File: config.mk
export PLATFORM = sky130hd
export DESIGN_NAME = i2c_fault_monitor
export DESIGN_NICKNAME = d
export VERILOG_FILES = /design/src/rtl/i2c_fault_monitor.sv
export SDC_FILE = /design/constraint.sdc
export NUM_CORES = 1
export LEC_CHECK = 0
export CAP_MARGIN = 20
export CORE_UTILIZATION = 40
export DETAILED_ROUTE_END_ITERATION = 8
export GPL_ROUTABILITY_DRIVEN = 0
export PLACE_DENSITY = 0.75
export REMOVE_ABC_BUFFERS = 1
export SLEW_MARGIN = 40
export SYNTH_ARGS = -nofsm -noshare
export SYNTH_HDL_FRONTEND = slang
export SYNTH_SLANG_ARGS = --single-unit
export TNS_END_PERCENT = 30
File: constraint.sdc
create_clock -name clk -period 1.4 [get_ports clk]
set_input_delay 0.28 -clock clk [delete_from_list [all_inputs] [get_ports clk]]
set_output_delay 0.28 -clock clk [all_outputs]
set_load 0.01 [all_outputs]
File: src/rtl/i2c_fault_monitor.sv
module i2c_fault_monitor #(
  parameter int FRAME_LEN   = 9,
  parameter int SYNC_STAGES = 2
) (
  input  logic       clk,
  input  logic       rst_n,
  input  logic       scl_in,
  input  logic       sda_in,
  input  logic       sda_drive,
  input  logic       is_master,
  input  logic       is_addr_slave,
  input  logic       in_addr_phase,
  input  logic [1:0] phase,
  input  logic       err_ie,
  input  logic       err_clr,
  output logic       bus_err_flag,
  output logic       arb_lost_flag,
  output logic       err_irq,
  output logic       release_lines,
  output logic       clr_start_req,
  output logic       to_slave,
  output logic       addr_restart
);
  localparam int CW = $clog2(FRAME_LEN + 1);
  localparam logic [CW-1:0] LAST = CW'(FRAME_LEN - 1);
  localparam logic [1:0] PH_IDLE = 2'b00;
  localparam logic [1:0] PH_DATA = 2'b10;
  localparam logic [1:0] PH_ACK  = 2'b11;

  logic [SYNC_STAGES-1:0] scl_sh, sda_sh;
  logic scl_q, sda_q, armed;
  logic [CW-1:0] bit_cnt;

  wire scl_s = scl_sh[SYNC_STAGES-1];
  wire sda_s = sda_sh[SYNC_STAGES-1];

  always_ff @(posedge clk or negedge rst_n)
    if (!rst_n) begin
      scl_sh <= '1;
      sda_sh <= '1;
      scl_q  <= 1'b1;
      sda_q  <= 1'b1;
    end else begin
      scl_sh <= {scl_sh[SYNC_STAGES-2:0], scl_in};
      sda_sh <= {sda_sh[SYNC_STAGES-2:0], sda_in};
      scl_q  <= scl_s;
      sda_q  <= sda_s;
    end

  wire scl_hi   = scl_s & scl_q;
  wire start_c  = scl_hi & sda_q & ~sda_s;
  wire stop_c   = scl_hi & ~sda_q & sda_s;
  wire cond     = start_c | stop_c;
  wire scl_rise = scl_s & ~scl_q;
  wire scl_fall = ~scl_s & scl_q;

  always_ff @(posedge clk or negedge rst_n)
    if (!rst_n) begin
      bit_cnt <= '0;
      armed   <= 1'b0;
    end else if (cond) begin
      bit_cnt <= '0;
      armed   <= 1'b0;
    end else if (scl_rise) begin
      armed   <= 1'b1;
    end else if (scl_fall && armed) begin
      armed   <= 1'b0;
      bit_cnt <= (bit_cnt == LAST) ? '0 : bit_cnt + 1'b1;
    end

  wire involved = is_master | (is_addr_slave & ~in_addr_phase);
  wire bus_evt  = cond & (bit_cnt != '0) & involved;

  wire lost_hi  = scl_rise & sda_drive & ~sda_s;
  wire m_check  = is_master & (phase != PH_IDLE);
  wire s_check  = ~is_master & is_addr_slave & ((phase == PH_DATA) | (phase == PH_ACK));
  wire arb_evt  = lost_hi & (m_check | s_check);

  always_ff @(posedge clk or negedge rst_n)
    if (!rst_n) begin
      bus_err_flag  <= 1'b0;
      arb_lost_flag <= 1'b0;
      release_lines <= 1'b0;
      clr_start_req <= 1'b0;
      to_slave      <= 1'b0;
      addr_restart  <= 1'b0;
    end else begin
      bus_err_flag  <= bus_evt | (bus_err_flag & ~err_clr);
      arb_lost_flag <= arb_evt | (arb_lost_flag & ~err_clr);
      release_lines <= arb_evt;
      clr_start_req <= arb_evt & is_master;
      to_slave      <= arb_evt & is_master;
      addr_restart  <= start_c & ~is_master;
    end

  assign err_irq = err_ie & (bus_err_flag | arb_lost_flag);
endmodule

==> results.md <==
- Syn. warnings: 0
- Switching part of the total power: 27.04%
- Sink Count: 16
- Vias per cell: 5.184
- Worst slew pin tran: 0.3388 ns
- Area leader, netlist: dfrtp_1
- LEAKAGE: 0.4244 nW
- Switch Pwr: 0.2891 mW
- Final HPWL DP: 961.5 µm
- Syn_area_per_cell: 11.37 µm²
- Total gr overflow: 0
- Critical path type: register to register
- Synth Instances: 60
- ANT cells: 0
- RSZ-0062 raised after global routing: true
- Max-slew violations: 0
- Setup violators final: 0
- Cell Chain, Critical Path: inv_1 -> ha_1 -> a311o_2 -> mux2i_1
- CTS tree: yes
- Post-Syn Area: 681.9 µm²
- Antenna violations before repair: 0
- DR WL/cell: 12.89 µm
- Slowest cell on the critical path: a311o_2
- Peak supply drop: 0.7089 mV
- Worst Skew: 0.005761 ns
- Crit path time final: 1.337 ns
- Worst reg-to-reg setup slack: 0.06 ns
- DRT Pass-1 Iters: 4
- Layout area overhead: 33.76%
- P per Cell Area: 1172 nW/µm²
- Cell Rows: 14
- Data required, critical path: 1.61 ns
- Final hold slack: 0.2907 ns
- Reg area: 407.9 µm²
- H-tree depth: 1
- Worst Slack Setup Final: 0.06280 ns
- Iter 0 DRT Violations: 11
- CTS clk-pin slew, worst paths: 0.10 ns
- Clock power frac: 28.9%
- Die width: 43.29 µm
- Port buffer count: 18
- Sequential share of power: 51.9%
- Max-Cap Viols: 0
- Multi-input logic area: 235.2 µm²
- Post-layout util: 59.17%
- Post-DP Area: 884.6 µm²
- Part of the power in combinational logic: 19.2%
- CP max FO: 3
- Vias in the first global route: 532
- Clock buffer depth: 2
- Worst setup path startpoint: bit_cnt[0]
- Post-synthesis sequential area ratio: 59.82%
- Die Y: 43.29 µm
- FF-to-FF path depth: 4
- Fill count: 127
- Fin Setup TNS: 0 ns
- Later-pin clock latency in the skew report: 0.29 ns
- Synth area leaders: dfrtp_1, dfstp_2, inv_1, a21oi_1, ha_1
- Internal Power: 0.7802 mW
- TritonCTS Buffers: 3
- Critical path capture point type: register
- GRT Util Overall: 16.80%
- Critical Path Max Stage Delay: 0.42 ns
- Critical path arrival: 1.55 ns
- First-pass GRT wire length: 2208 µm
- Crit path to: bit_cnt[0]
- I/O pin cnt: 19
- Final wirelength: 1263 µm
- Core area: 1541 µm²
- Pin count of the biggest net entering global routing: 17
- Synth top area share: 36.70%
- Worst rel slew slack: 77.25%
- Final Instance Area: 912.1 µm²
- Share of cells above drive strength 1: 20.73%
- Root buffer cell: clkbuf_4
- Initial core utilization: 44.24%
- Post-route ant nets: 0
- RR Endpoint: bit_cnt[0]
- Final nets: 97
- Post-synth cell types: 24
- Max Freq: 747.8 MHz
- Outcome: completed
- Final worst path period share: 95.51%
- Post-place setup slack: -0.2512 ns
- Hold Path Class: input pin to async pin
- Reg2reg start: bit_cnt[0]
- Startpoint class of the critical path: register
- Vias post-DR: 508
- # hold bufs at CTS: 0
- Final hold vios: 0
- Register bit total from synthesis: 16
- # DRC: 0
- DIE AREA: 1874 µm²
-- logic make-up after synthesis --
family | count (synthesis) | share of synthesized area [%]
compound gates | 15 | 14.68
buf+inv | 10 | 6.238
simple gates | 15 | 12.84
fa+ha+maj | 2 | 3.669
flops | 16 | 59.82
mux | 1 | 1.468
xor+xnor | 1 | 1.285
-- worst min-delay path by stage --
stage / end
2_1_floorplan: addr_restart
3_3_place_gp: scl_sh[1]
3_5_place_dp: scl_sh[1]
4_1_cts: armed
5_1_grt: addr_restart
6_report: bit_cnt[0]
-- worst max-delay path: cells and delay by family, from the launching register on --
family / cells / cell delay, ns
AOI/OAI and AO/OA: 1 / 0.42
adders and majority gates: 1 / 0.21
DFF: 1 / 0.39
buffers and inverters: 1 / 0.08
muxes: 1 / 0.17
-- area by class of cell --
type                            instances  share of cell area [%]
Inverter                                8                   3.292
Sequential cell                        16                   44.72
Clock buffer                            4                   3.978
Multi-Input combinational cell         34                   25.79
Timing Repair Buffer                   20                   20.03
Tap cell                               16                   2.195
-- registers in the layout, summed over array words and instances (netlist names) --
register       flops
addr_restart       1
arb_lost_flag      1
armed              1
bit_cnt            4
bus_err_flag       1
release_lines      1
scl_q              1
scl_sh             2
sda_q              1
sda_sh             2
to_slave           1
-- cell usage after synthesis --
library cell and number:
a21oi_1 5, a311o_2 1, and3_1 1, and4bb_2 1, buf_2 1, buf_4 1
dfrtp_1 10, dfstp_2 6, ha_1 2, inv_1 8, mux2i_1 1, nand2_1 3
nand2_2 1, nand2b_1 1, nand3_1 2, nor2_1 3, nor4b_1 1, o21a_1 2
o21ai_0 2, o221ai_1 2, o22ai_1 2, o41ai_1 1, or4_1 2, xnor2_1 1
-- placed cells by master (no fill, tap or decap) --
cell type,instances
xnor2_1,1
clkbuf_8,1
clkbuf_4,3
o41ai_1,1
mux2i_1,1
and4bb_2,1
nand3_1,2
clkbuf_2,1
o22ai_1,2
dfstp_2,6
clkdlybuf4s50_1,11
a21oi_2,1
buf_4,2
and3_1,1
or4_1,2
o221ai_1,2
a21oi_1,4
nand2b_1,1
nor2_1,3
ha_1,2
a311o_2,1
o21a_1,2
nor4b_1,1
inv_1,8
dfrtp_1,10
nand2_1,3
dlygate4sd2_1,6
o21ai_0,2
nand2_2,1
-- power groups by stage --
| stage | Combinational, mW | Sequential (mW) | Clock [mW] |
|---|---|---|---|
| after floorplan | 0.123 | 0.557 | 0 |
| after global placement | 0.206 | 0.559 | 0 |
| after detailed placement | 0.211 | 0.563 | 0 |
| after CTS | 0.207 | 0.554 | 0.322 |
| after global routing | 0.233 | 0.566 | 0.333 |
| final | 0.205 | 0.555 | 0.310 |
-- what timing repair did --
item / CTS / global route
gates cloned: 0 / 0
gates resized for setup: 8 / 2
pin swaps: 0 / 0
setup buffers: 0 / 0
setup endpoints to repair: 7 / 4
-- through the flow --
step | cells | total power, mW
5_1_grt | 98 | 1.132
3_5_place_dp | 94 | 0.7746
2_1_floorplan | 58 | 0.6797
3_3_place_gp | 94 | 0.7655
6_report | 98 | 1.069
4_1_cts | 98 | 1.083
-- per-layer routing --
layer	up-vias	share of wire (%)	wire length (µm)	GRT usage [%]
met1	238	42	533	18.89
met2	14	51	643	28.06
met4	0	2.5	31	10.91
li1	252	-	-	-
met3	4	4.3	54	3.830
met5	-	0	0	0
No activity file was read; power rests on OpenSTA's default activity.
